## config.mk

```make
export PLATFORM = sky130hd
export DESIGN_NAME = madd_pipe
export DESIGN_NICKNAME = d
export VERILOG_FILES = /design/src/rtl/madd_pkg.sv /design/src/rtl/madd_seg_capture.sv /design/src/rtl/madd_seg_product.sv /design/src/rtl/madd_seg_sum.sv /design/src/rtl/madd_valid_track.sv /design/src/rtl/madd_pipe.sv
export SDC_FILE = /design/constraint.sdc
export NUM_CORES = 1
export LEC_CHECK = 0
export BUFFER_PORTS_ARGS = -buffer_cell sky130_fd_sc_hd__buf_4
export CAP_MARGIN = 40
export CORE_MARGIN = 5
export CORE_UTILIZATION = 35
export CTS_CLUSTER_DIAMETER = 100
export DETAILED_ROUTE_END_ITERATION = 7
export HOLD_SLACK_MARGIN = 0.15
export SYNTH_ARGS = -nofsm -noshare
export SYNTH_HDL_FRONTEND = slang
export SYNTH_HIERARCHICAL = 1
export SYNTH_SLANG_ARGS = --single-unit
```

## constraint.sdc

```tcl
create_clock -name clk -period 4.2 [get_ports clk]
set_input_delay 0.84 -clock clk [delete_from_list [all_inputs] [get_ports clk]]
set_output_delay 0.84 -clock clk [all_outputs]
set_load 0.02 [all_outputs]
```

## src/rtl/madd_pkg.sv

```systemverilog
package madd_pkg;

    // Number of register segments from operand capture to result.
    localparam int unsigned SEGMENTS = 3;

    // How the addend arrives relative to its multiplicands.
    typedef enum logic {
        ADDEND_ALIGNED = 1'b0,
        ADDEND_LAGGED  = 1'b1
    } addend_mode_e;

endpackage

```

## src/rtl/madd_seg_capture.sv

```systemverilog
// Segment CAPTURE: registers both multiplicands every clock.
module madd_seg_capture #(
    parameter int unsigned W = 8
) (
    input  logic         clk,
    input  logic [W-1:0] a_in,
    input  logic [W-1:0] b_in,
    output logic [W-1:0] a_q,
    output logic [W-1:0] b_q
);

    always_ff @(posedge clk) begin
        a_q <= a_in;
        b_q <= b_in;
    end

endmodule

```

## src/rtl/madd_seg_product.sv

```systemverilog
// Segment PRODUCT: full-width product plus addend capture.
module madd_seg_product #(
    parameter int unsigned          W      = 8,
    parameter madd_pkg::addend_mode_e C_MODE = madd_pkg::ADDEND_LAGGED
) (
    input  logic           clk,
    input  logic [W-1:0]   a_q,
    input  logic [W-1:0]   b_q,
    input  logic [W-1:0]   c_in,
    output logic [2*W-1:0] prod_q,
    output logic [W-1:0]   addend_q
);

    localparam int unsigned PW = 2 * W;

    logic [W-1:0]  c_src;
    logic [PW-1:0] a_ext;
    logic [PW-1:0] b_ext;

    generate
        if (C_MODE == madd_pkg::ADDEND_LAGGED) begin : g_lagged
            assign c_src = c_in;
        end else begin : g_aligned
            logic [W-1:0] c_dly;
            always_ff @(posedge clk) begin
                c_dly <= c_in;
            end
            assign c_src = c_dly;
        end
    endgenerate

    assign a_ext = {{W{1'b0}}, a_q};
    assign b_ext = {{W{1'b0}}, b_q};

    always_ff @(posedge clk) begin
        prod_q   <= a_ext * b_ext;
        addend_q <= c_src;
    end

endmodule

```

## src/rtl/madd_seg_sum.sv

```systemverilog
// Segment SUM: adds addend to product into a one-bit-wider register.
module madd_seg_sum #(
    parameter int unsigned W = 8
) (
    input  logic           clk,
    input  logic [2*W-1:0] prod_q,
    input  logic [W-1:0]   addend_q,
    output logic [2*W:0]   sum_q
);

    localparam int unsigned SW = 2 * W + 1;

    logic [SW-1:0] prod_ext;
    logic [SW-1:0] addend_ext;

    assign prod_ext   = {1'b0, prod_q};
    assign addend_ext = {{(W + 1){1'b0}}, addend_q};

    always_ff @(posedge clk) begin
        sum_q <= prod_ext + addend_ext;
    end

endmodule

```

## src/rtl/madd_valid_track.sv

```systemverilog
// Valid bit shadowing the data segments; the only reset state in the block.
module madd_valid_track #(
    parameter int unsigned DEPTH = 3
) (
    input  logic clk,
    input  logic rst,
    input  logic in_valid,
    output logic out_valid
);

    logic [DEPTH-1:0] stage_v;

    generate
        for (genvar k = 0; k < DEPTH; k++) begin : g_stage
            if (k == 0) begin : g_head
                always_ff @(posedge clk) begin
                    if (rst) stage_v[k] <= 1'b0;
                    else     stage_v[k] <= in_valid;
                end
            end else begin : g_body
                always_ff @(posedge clk) begin
                    if (rst) stage_v[k] <= 1'b0;
                    else     stage_v[k] <= stage_v[k-1];
                end

                AST_STAGE_ORDER: assert property (@(posedge clk) disable iff (rst)
                    stage_v[k] |-> $past(stage_v[k-1]));
            end
        end
    endgenerate

    assign out_valid = stage_v[DEPTH-1];

    AST_RESET_FLUSH: assert property (@(posedge clk) disable iff (rst)
        $past(rst) |-> (stage_v == '0));

endmodule

```

## src/rtl/madd_pipe.sv

```systemverilog
// Three-segment multiply-add pipe: result = a*b + c.
module madd_pipe #(
    parameter int unsigned            W      = 8,
    parameter madd_pkg::addend_mode_e C_MODE = madd_pkg::ADDEND_LAGGED
) (
    input  logic           clk,
    input  logic           rst,
    input  logic           in_valid,
    input  logic [W-1:0]   a_in,
    input  logic [W-1:0]   b_in,
    input  logic [W-1:0]   c_in,
    output logic           out_valid,
    output logic [2*W:0]   result
);

    localparam int unsigned PW    = 2 * W;
    localparam int unsigned RW    = 2 * W + 1;
    localparam int unsigned DEPTH = madd_pkg::SEGMENTS;
    localparam int unsigned CW    = $clog2(DEPTH + 1);

    logic [W-1:0]  a_q;
    logic [W-1:0]  b_q;
    logic [PW-1:0] prod_q;
    logic [W-1:0]  addend_q;

    madd_seg_capture #(.W(W)) u_capture (
        .clk  (clk),
        .a_in (a_in),
        .b_in (b_in),
        .a_q  (a_q),
        .b_q  (b_q)
    );

    madd_seg_product #(.W(W), .C_MODE(C_MODE)) u_product (
        .clk      (clk),
        .a_q      (a_q),
        .b_q      (b_q),
        .c_in     (c_in),
        .prod_q   (prod_q),
        .addend_q (addend_q)
    );

    madd_seg_sum #(.W(W)) u_sum (
        .clk      (clk),
        .prod_q   (prod_q),
        .addend_q (addend_q),
        .sum_q    (result)
    );

    madd_valid_track #(.DEPTH(DEPTH)) u_valid (
        .clk       (clk),
        .rst       (rst),
        .in_valid  (in_valid),
        .out_valid (out_valid)
    );

    // Checking aids: cycles since reset, and an independent arithmetic reference.
    logic [CW-1:0] settle_cnt;

    always_ff @(posedge clk) begin
        if (rst)                        settle_cnt <= '0;
        else if (settle_cnt != CW'(DEPTH)) settle_cnt <= settle_cnt + 1'b1;
    end

    function automatic logic [RW-1:0] madd_ref(logic [W-1:0] a, logic [W-1:0] b,
                                               logic [W-1:0] c);
        logic [RW-1:0] prod;
        prod = RW'(a) * RW'(b);
        return prod + RW'(c);
    endfunction

    AST_VALID_LATENCY: assert property (@(posedge clk) disable iff (rst)
        (settle_cnt == CW'(DEPTH)) |-> (out_valid == $past(in_valid, 3)));

    generate
        if (C_MODE == madd_pkg::ADDEND_LAGGED) begin : g_chk_lagged
            AST_RESULT_VALUE: assert property (@(posedge clk) disable iff (rst)
                ((settle_cnt == CW'(DEPTH)) && out_valid) |->
                (result == madd_ref($past(a_in, 3), $past(b_in, 3), $past(c_in, 2))));
        end else begin : g_chk_aligned
            AST_RESULT_VALUE: assert property (@(posedge clk) disable iff (rst)
                ((settle_cnt == CW'(DEPTH)) && out_valid) |->
                (result == madd_ref($past(a_in, 3), $past(b_in, 3), $past(c_in, 3))));
        end
    endgenerate

    AST_NO_OVERFLOW: assert property (@(posedge clk) disable iff (rst)
        out_valid |-> (result[RW-1] == 1'b0));

endmodule

```

==> out/metrics.csv <==
stage;metric;value;unit
worst_setup_path;crit_fanout;8;
placed_design;hpwl;5870;um
sta;setup_viol;0;
logic_synthesis;syn_nets;495;
floorplanning;chipWidth;116;um
worst_setup_path;crit_buf_inv;2;
placed_design;placed_area;4460;um^2
floorplanning;floorplan.die_area;13500;um^2
worst_setup_path;worstPathCellList;and2_1 -> fa_1 -> fa_1 -> fa_1 -> inv_1 -> fa_1 -> inv_1 -> ha_1 -> a21oi_2 -> o21ai_2 -> nor4_1 -> a21oi_1 -> xor2_1;
logic_synthesis;syn_inst;387;
clocking;cts_setup_buffers;0;
sta;max_slew_margin;70.4;%
logic_synthesis;synth_seq_cells;60;
layout;fillers;1034;
layout;mostFrequentLayoutCells;53 x dfxtp_1, 51 x inv_1, 48 x buf_4, 47 x and2_1, 43 x ha_1;
sta;finalSetupTns;0;ns
outcome;outcome;finished clean;
clocking;clockRootBuffer;clkbuf_16;
logic_synthesis;synth-edff-count;0;
layout;diodes;0;
worst_setup_path;critPathMaxStageDelay;0.56;ns
routing;via_per_inst;4.57;
pwr;leakage;0.00229;uW
clocking;cts.htree.levels;3;
grt;grt_pass1_wl;12200;um
clocking;clk_pin_slew;0.05;ns
pwr;p_sw_share;37.7;%
clocking;cts_buffers;9;
job;max-cap-violations;0;
floorplanning;boundaryPins;45;
pwr;comb_power_share;46.2;%
routing;wl_per_cell;12.1;um
worst_setup_path;required;4.41;ns
logic_synthesis;synthArstFlopShare;0;%
logic_synthesis;syn_area;3940;um^2
grt;grt_pass1_vias;2736;
grt;grt_usage;11.3;%
logic_synthesis;synth_seq_area_share;30.5;%
sta;rsz0062_at_grt;false;
clocking;cts.sink_count;60;
layout;multi_input_area;2550;um^2
logic_synthesis;ys.warnings.count;6;
sta;finalHoldViolCount;0;
worst_setup_path;critPathTopFamily;adder cells;
layout;layout.nets;552;
logic_synthesis;yosys.cell_types.count;47;
sta;tightest_slew;0.442;ns
floorplanning;coreArea;10900;um^2
sta;timing.hold.ws;0.434;ns
worst_setup_path;arrival;4.20;ns
routing;ant_nets;0;
pwr;peakVddDrop;0.387;mV
layout;register_area;1210;um^2
clocking;insertion_delay;0.33;ns
routing;drc_errors;0;
worst_setup_path;worstSetupPathType;register to register;
layout;final_common_cell;dfxtp_1;
pwr;p_switching;1090;uW
logic_synthesis;syn_avg_cell_area;10.2;um^2
sta;fin_skew;0.00599;ns
sta;maxSlewViolCount;0;
clocking;cts_buffer_depth;2;
layout;final_util;43.8;%
placed_design;place.gp.congestion;0.870;
routing;first_pass_iters;4;
worst_setup_path;worst_setup_path_start_kind;register;
min_path;hp-class;register to register;
placed_design;port_buffers;44;
worst_setup_path;end_kind;register;
grt;gr-total-overflow;0;
pwr;sequentialPowerShare;28.6;%
sta;finalCritPeriodShare;95.1;%
floorplanning;start_util;36.0;%
layout;layout-drive-gt1-share;20.5;%
floorplanning;die_y;116;um
worst_setup_path;cpMostUsedCell;fa_1;
grt;antenna_found_initial;0;
clocking;cts_tree;done;
pwr;p_clk_share;25.2;%
floorplanning;num_rows;38;
sta;fmax;250;MHz
layout;syn_to_final_growth;21.6;%
pwr;p_int;1800;uW
layout;design_area;4790;um^2
logic_synthesis;synth_ff_type;dfxtp_1;
worst_setup_path;cp_slowest_cell;fa_1;
grt;grt_start_max_net_pins;13;
routing;vias;2691;
sta;fin_crit;3.99;ns
routing;wl;7110;um
routing;drt_first_iter_violations;60;
pwr;powerDensity;603;nW/um^2
[cell usage after synthesis (3+ instances only)]
library cell / instances / area share [%]
dfxtp_1: 60 / 31
or4_1: 3 / 0.57
a21oi_1: 9 / 1.1
fa_1: 37 / 19
nand3_1: 5 / 0.64
a21oi_2: 3 / 0.67
nor4_1: 3 / 0.48
inv_1: 51 / 4.9
nor2b_1: 6 / 0.95
a21o_1: 3 / 0.57
nand2_1: 31 / 3.0
xnor2_1: 10 / 2.2
nor3_1: 5 / 0.64
nand4_1: 5 / 0.79
and3_1: 4 / 0.64
nor2_1: 8 / 0.76
and2_1: 47 / 7.5
ha_1: 44 / 14
xor2_1: 10 / 2.2
o21a_1: 4 / 0.76
o21ai_0: 5 / 0.64
[power by group through the flow]
stage | Sequential [uW] | Combinational, uW | Clock [uW]
floorplan | 888 | 943 | 0
global placement | 833 | 1290 | 0
detailed placement | 838 | 1310 | 0
CTS | 827 | 1320 | 752
global route | 848 | 1510 | 778
finish | 825 | 1330 | 729
[worst paths after layout]
kind / start / end / slack [ns] / cells past startpoint
hold / removal: u_valid/stage_v[0]$_SDFF_PP0_ / u_valid/stage_v[1]$_SDFF_PP0_ / 0.43 / 1
setup / recovery: u_capture/b_q[4]$_DFF_P_ / u_product/prod_q[14]$_DFF_P_ / 0.21 / 13
hold reg to reg: u_valid/stage_v[0]$_SDFF_PP0_ / u_valid/stage_v[1]$_SDFF_PP0_ / 0.43 / 1
setup reg to reg: u_capture/b_q[4]$_DFF_P_ / u_product/prod_q[14]$_DFF_P_ / 0.21 / 13
[routing by layer]
metal | up-vias | share of wire [%] | track usage (%)
met3 | 10 | 4.0 | 2.35
met4 | 0 | 1.7 | 4.64
met2 | 48 | 45 | 17.3
met1 | 1240 | 50 | 15.5
li1 | 1393 | - | -
met5 | - | 0 | 0
[per-stage QoR]
stage / instances / setup WS [ns] / total power (uW)
floorplan: 387 / 0.344 / 1830
global route: 589 / 0.0119 / 3140
global placement: 573 / 0.184 / 2130
CTS: 589 / 0.0514 / 2900
finish: 589 / 0.206 / 2890
detailed placement: 573 / 0.0698 / 2140
[cell families (layout without fill, tap and decap cells)]
| family | after synthesis | in the layout | synth area share [%] |
|---|---|---|---|
| simple gates | 127 | 127 | 18.1 |
| flops | 60 | 60 | 30.5 |
| fa+ha+maj | 81 | 81 | 32.8 |
| buf+inv | 53 | 115 | 5.24 |
| xor+xnor | 20 | 20 | 4.45 |
| compound gates | 46 | 46 | 8.87 |
[repair_timing]
action,CTS,global route
resized for setup,0,10
hold endpoints to repair,0,0
endpoints found under the setup margin,0,5
hold buffers,0,0
[sequential cells by signal, indices dropped and copies added, names as in the netlist]
name and flops:
u_capture/b_q 8, u_valid/out_valid 1, u_product/prod_q 16, u_capture/a_q 8, u_product/addend_q 8, u_valid/stage_v 2, u_sum/sum_q 17
[cell type report]
type | count | area share, %
clock buffers | 9 | 4.70
repair buffers | 48 | 7.53
well taps | 140 | 3.66
multi-input cells | 274 | 53.3
inverters | 51 | 4.00
clock inverters | 7 | 1.57
flip-flops and latches | 60 | 25.3
Note: power is estimated with default switching activity, not from simulation.
